`src/rtl/sc_ctrl_pkg.sv`:
```
package sc_ctrl_pkg;

    localparam int OPC_W   = 6;
    localparam int FN_W    = 6;
    localparam int ALUOP_W = 3;

    localparam logic [OPC_W-1:0] OPC_RTYPE  = 6'h00;
    localparam logic [OPC_W-1:0] OPC_LOADW  = 6'h23;
    localparam logic [OPC_W-1:0] OPC_STOREW = 6'h2B;
    localparam logic [OPC_W-1:0] OPC_BREQ   = 6'h04;
    localparam logic [OPC_W-1:0] OPC_ADDIMM = 6'h08;

    localparam logic [FN_W-1:0] FN_ADD = 6'h20;
    localparam logic [FN_W-1:0] FN_SUB = 6'h22;
    localparam logic [FN_W-1:0] FN_AND = 6'h24;
    localparam logic [FN_W-1:0] FN_OR  = 6'h25;
    localparam logic [FN_W-1:0] FN_SLT = 6'h2A;

    typedef enum logic [ALUOP_W-1:0] {
        ALU_ADD = 3'd0,
        ALU_SUB = 3'd1,
        ALU_AND = 3'd2,
        ALU_OR  = 3'd3,
        ALU_SLT = 3'd4
    } alu_op_e;

    typedef enum logic [2:0] {
        CLS_NONE   = 3'd0,
        CLS_REG    = 3'd1,
        CLS_LOAD   = 3'd2,
        CLS_STORE  = 3'd3,
        CLS_BRANCH = 3'd4,
        CLS_ADDI   = 3'd5
    } instr_cls_e;

    typedef struct packed {
        logic dst_rd;
        logic src_imm;
        logic ext_sgn;
        logic ld_to_reg;
        logic reg_wr;
        logic mem_wr;
    } main_ctl_t;

endpackage

```
`src/rtl/sc_main_dec.sv`:
```
module sc_main_dec
    import sc_ctrl_pkg::*;
(
    input  logic [OPC_W-1:0] op_in,
    output instr_cls_e       cls_out,
    output main_ctl_t        ctl_out
);

    always_comb begin
        cls_out = CLS_NONE;
        unique case (op_in)
            OPC_RTYPE:  cls_out = CLS_REG;
            OPC_LOADW:  cls_out = CLS_LOAD;
            OPC_STOREW: cls_out = CLS_STORE;
            OPC_BREQ:   cls_out = CLS_BRANCH;
            OPC_ADDIMM: cls_out = CLS_ADDI;
            default:    cls_out = CLS_NONE;
        endcase
    end

    always_comb begin
        ctl_out = '0;
        unique case (cls_out)
            CLS_REG: begin
                ctl_out.dst_rd = 1'b1;
                ctl_out.reg_wr = 1'b1;
            end
            CLS_LOAD: begin
                ctl_out.src_imm   = 1'b1;
                ctl_out.ext_sgn   = 1'b1;
                ctl_out.ld_to_reg = 1'b1;
                ctl_out.reg_wr    = 1'b1;
            end
            CLS_STORE: begin
                ctl_out.src_imm = 1'b1;
                ctl_out.ext_sgn = 1'b1;
                ctl_out.mem_wr  = 1'b1;
            end
            CLS_BRANCH: begin
                ctl_out.ext_sgn = 1'b1;
            end
            CLS_ADDI: begin
                ctl_out.src_imm = 1'b1;
                ctl_out.ext_sgn = 1'b1;
                ctl_out.reg_wr  = 1'b1;
            end
            default: ctl_out = '0;
        endcase
    end

endmodule

```
`src/rtl/sc_alu_dec.sv`:
```
module sc_alu_dec
    import sc_ctrl_pkg::*;
(
    input  instr_cls_e      cls_in,
    input  logic [FN_W-1:0] fn_in,
    output alu_op_e         op_out,
    output logic            fn_ok
);

    always_comb begin
        op_out = ALU_ADD;
        fn_ok  = 1'b1;
        unique case (cls_in)
            CLS_REG: begin
                unique case (fn_in)
                    FN_ADD:  op_out = ALU_ADD;
                    FN_SUB:  op_out = ALU_SUB;
                    FN_AND:  op_out = ALU_AND;
                    FN_OR:   op_out = ALU_OR;
                    FN_SLT:  op_out = ALU_SLT;
                    default: begin
                        op_out = ALU_ADD;
                        fn_ok  = 1'b0;
                    end
                endcase
            end
            CLS_BRANCH: op_out = ALU_SUB;
            default:    op_out = ALU_ADD;
        endcase
    end

endmodule

```
`src/rtl/sc_pc_sel.sv`:
```
module sc_pc_sel
    import sc_ctrl_pkg::*;
(
    input  instr_cls_e cls_in,
    input  logic       eq_in,
    output logic       take_out
);

    always_comb begin
        take_out = 1'b0;
        if (cls_in == CLS_BRANCH) take_out = eq_in;
    end

endmodule

```
`src/rtl/sc_ctrl_decoder.sv`:
```
module sc_ctrl_decoder
    import sc_ctrl_pkg::*;
(
    input  logic [OPC_W-1:0]   op_field,
    input  logic [FN_W-1:0]    fn_field,
    input  logic               alu_eq,
    output logic               dst_sel_rd,
    output logic               src_sel_imm,
    output logic               ext_signed,
    output logic [ALUOP_W-1:0] alu_op,
    output logic               load_to_reg,
    output logic               reg_wr_en,
    output logic               mem_wr_en,
    output logic               pc_branch
);

    instr_cls_e cls_w;
    main_ctl_t  ctl_w;
    alu_op_e    aop_w;
    logic       fn_ok_w;

    sc_main_dec u_main (
        .op_in   (op_field),
        .cls_out (cls_w),
        .ctl_out (ctl_w)
    );

    sc_alu_dec u_alu (
        .cls_in (cls_w),
        .fn_in  (fn_field),
        .op_out (aop_w),
        .fn_ok  (fn_ok_w)
    );

    sc_pc_sel u_pc (
        .cls_in   (cls_w),
        .eq_in    (alu_eq),
        .take_out (pc_branch)
    );

    assign dst_sel_rd  = ctl_w.dst_rd;
    assign src_sel_imm = ctl_w.src_imm;
    assign ext_signed  = ctl_w.ext_sgn;
    assign load_to_reg = ctl_w.ld_to_reg;
    assign alu_op      = aop_w;
    assign reg_wr_en   = ctl_w.reg_wr & fn_ok_w;
    assign mem_wr_en   = ctl_w.mem_wr;

endmodule

```
`config.mk`:
```
export PLATFORM = sky130hd
export DESIGN_NAME = sc_ctrl_decoder
export DESIGN_NICKNAME = d
export VERILOG_FILES = /design/src/rtl/sc_ctrl_pkg.sv /design/src/rtl/sc_main_dec.sv /design/src/rtl/sc_alu_dec.sv /design/src/rtl/sc_pc_sel.sv /design/src/rtl/sc_ctrl_decoder.sv
export SDC_FILE = /design/constraint.sdc
export NUM_CORES = 1
export LEC_CHECK = 0
export ABC_AREA = 1
export CAP_MARGIN = 20
export CORE_AREA = 10 10 47 49
export DETAILED_ROUTE_END_ITERATION = 8
export DIE_AREA = 0 0 57 59
export PLACE_DENSITY = 0.54
export SLEW_MARGIN = 25
export SYNTH_ARGS = -nofsm -noshare
export SYNTH_HDL_FRONTEND = slang
export SYNTH_SLANG_ARGS = --single-unit
```
`constraint.sdc`:
```
create_clock -name vclk -period 0.9
set_input_delay 0.18 -clock vclk [all_inputs]
set_output_delay 0.18 -clock vclk [all_outputs]
set_load 0.02 [all_outputs]
```
==> impl_metrics.json <==
{
  "grt_pass1_wl_microns": 1790,
  "area_growth_pct": 184,
  "synthCells": 53,
  "crit_chain": "buf_12 > inv_16 > nand2_4 > nor2_4 > nand2_2 > inv_2 > nand2_4 > inv_4 > nand2_4 > nand2_4 > buf_6",
  "yosysSeqAreaShare_pct": 0,
  "hpwl_microns": 881,
  "grt_start_max_net_pins": 6,
  "maxCapViolCount": 0,
  "min_period_ns": 1.17,
  "clock.fmax_mhz": 852,
  "peakVddDrop_v": 0.000142,
  "dieHeight_microns": 59,
  "worstMarginPinSlew_ns": 0.287,
  "period_share_pct": 130,
  "grt_pass1_vias": 450,
  "seq_cells": 0,
  "worstSetupEndpointType": "primary output",
  "place_congestion": 0.739,
  "tns_ns": -2.20,
  "drc": 0,
  "nClkBuffers": 0,
  "drt_iter0_drc": 0,
  "finalHoldViolCount": 0,
  "synth.most_common_cell": "nor2_1",
  "portBuffers": 23,
  "swShare_pct": 51.0,
  "crit_slowest_cell": "nor2_4",
  "ys_warn_count": 0,
  "io_pins": 23,
  "syn-cell-area_sq_um": 268,
  "comb_power_share_pct": 100.0,
  "wl_per_cell_microns": 9.42,
  "diodes": 0,
  "critPathMaxFanout": 3,
  "violations": "setup timing",
  "routed_wl_microns": 980,
  "p_sw_mw": 0.117,
  "yosys-top-cells-count": "nor2_1 (9), inv_1 (8), nand2_1 (8), nand2_2 (6), nand3_1 (6)",
  "seq_power_share_pct": 0,
  "min-delay-path-class": "primary input to primary output",
  "slew_violations": 0,
  "postSynthNetCount": 66,
  "synthTopCellsByArea": "nand2_2 (14%), nor2_1 (13%), nand3_1 (11%)",
  "finalSetupViolations": 10,
  "firstDrtPassIters": 1,
  "fin_ws_ns": -0.274,
  "synth.top_cell.area_share_pct": 14.0,
  "ant_nets": 0,
  "via_count": 439,
  "rsz0062_at_grt": "true",
  "via_per_inst": 4.22,
  "required_ns": 0.72,
  "grt_usage_pct": 5.80,
  "num_rows": 14,
  "die_w_microns": 57,
  "nets": 103,
  "synth_largest_area_cell": "nand2_2",
  "leakage_nw": 0.408,
  "core_area_sq_um": 1400,
  "post_synth.cell_area_avg_sq_um": 5.05,
  "start_util_pct": 19.1,
  "power.share.clock_pct": 0,
  "crit_arrival_ns": 0.99,
  "antenna_found_initial": 0,
  "startpoint_type": "primary input",
  "p_int_mw": 0.113,
  "regArea_sq_um": 0,
  "synth_cell_types": 16,
  "drive_gt1_share_pct": 86.4,
  "slew_headroom_pct": 80.7,
  "dieArea_sq_um": 3360,
  "crit_type": "primary input to primary output",
  "slowest_delay_ns": 0.13,
  "power_per_cell_area_nw_per_um2": 303,
  "grt_overflow": 0,
  "cpMostUsedCell": "nand2_4",
  "hold_slack_ns": 0.712,
  "status": "complete, but fails checks"
}
[final timing paths]
path | endpoint | cells past startpoint | startpoint
max | alu_op[0] | 11 | op_field[5]
min | mem_wr_en | 4 | op_field[5]
[cells in the final DEF (no fill, tap or decap)]
cell type        instances
buf_4                   12
buf_6                   12
nand2_2                  8
nor2_4                   7
inv_2                    6
nand2_4                  5
buf_2                    5
inv_4                    4
nor2_2                   4
inv_1                    3
nand3_1                  3
clkbuf_2                 3
nand3_2                  2
inv_6                    1
inv_16                   1
nand2_1                  1
nand3b_1                 1
nand3_4                  1
nand2_8                  1
nand4_1                  1
nor4_4                   1
nor2_1                   1
o21bai_1                 1
o21ai_2                  1
clkdlybuf4s50_1          1
buf_8                    1
buf_12                   1
[metrics by stage]
stage          setup WS (ns)  cells  cell area (sq um)  utilization [%]  total power [mW]
2_1_floorplan         -0.171     53                369                -            0.0874
3_3_place_gp           -1.23    105                717             51.2             0.213
3_5_place_dp           -1.23    105                717             51.2             0.214
4_1_cts               -0.380    105                739             52.8             0.217
5_1_grt               -0.336    104                759             54.2             0.249
6_report              -0.274    104                759             54.2             0.230
[logic make-up (layout without fill, tap and decap cells)]
logic type / Yosys count / in the layout / synth area share, %
compound gates: 2 / 2 / 6.08
buf+inv: 15 / 50 / 22.0
simple gates: 36 / 36 / 72.0
[final cells by class]
class                           count  area, sq um
Multi-Input combinational cell     38          342
Timing Repair Buffer               35          310
Inverter                           15         87.6
Tap cell                           16         20.0
Fill cell                         144          642
[power groups by stage]
stage / sequential, mW / clock [mW] / combinational [mW]
2_1_floorplan: 0 / 0 / 0.0874
3_3_place_gp: 0 / 0 / 0.213
3_5_place_dp: 0 / 0 / 0.214
4_1_cts: 0 / 0 / 0.217
5_1_grt: 0 / 0 / 0.249
6_report: 0 / 0 / 0.230
[metal layers]
layer  wire length [microns]  share of wire [%]  up-vias  global-route usage [%]
li1                        -                  -      229                       -
met1                     368                 38      195                    6.81
met2                     507                 52       15                    10.7
met3                     103                 11        0                    1.72
met4                       0                  0        0                       0
met5                       0                  0        -                       0
[worst max-delay path, delay by kind of cell]
| kind | cells | cell delay [ns] |
|---|---|---|
| AND/OR/NAND/NOR | 6 | 0.40 |
| buffers and inverters | 5 | 0.39 |
[repair_timing]
action / 4_1_cts / 5_1_grt
setup endpoints to repair: 10 / 10
pin swaps: 12 / 14
gates resized for setup: 109 / 28
buffers inserted: 0 / 0
hold buffers: 0 / 0
Note: power is estimated with default switching activity, not from simulation.
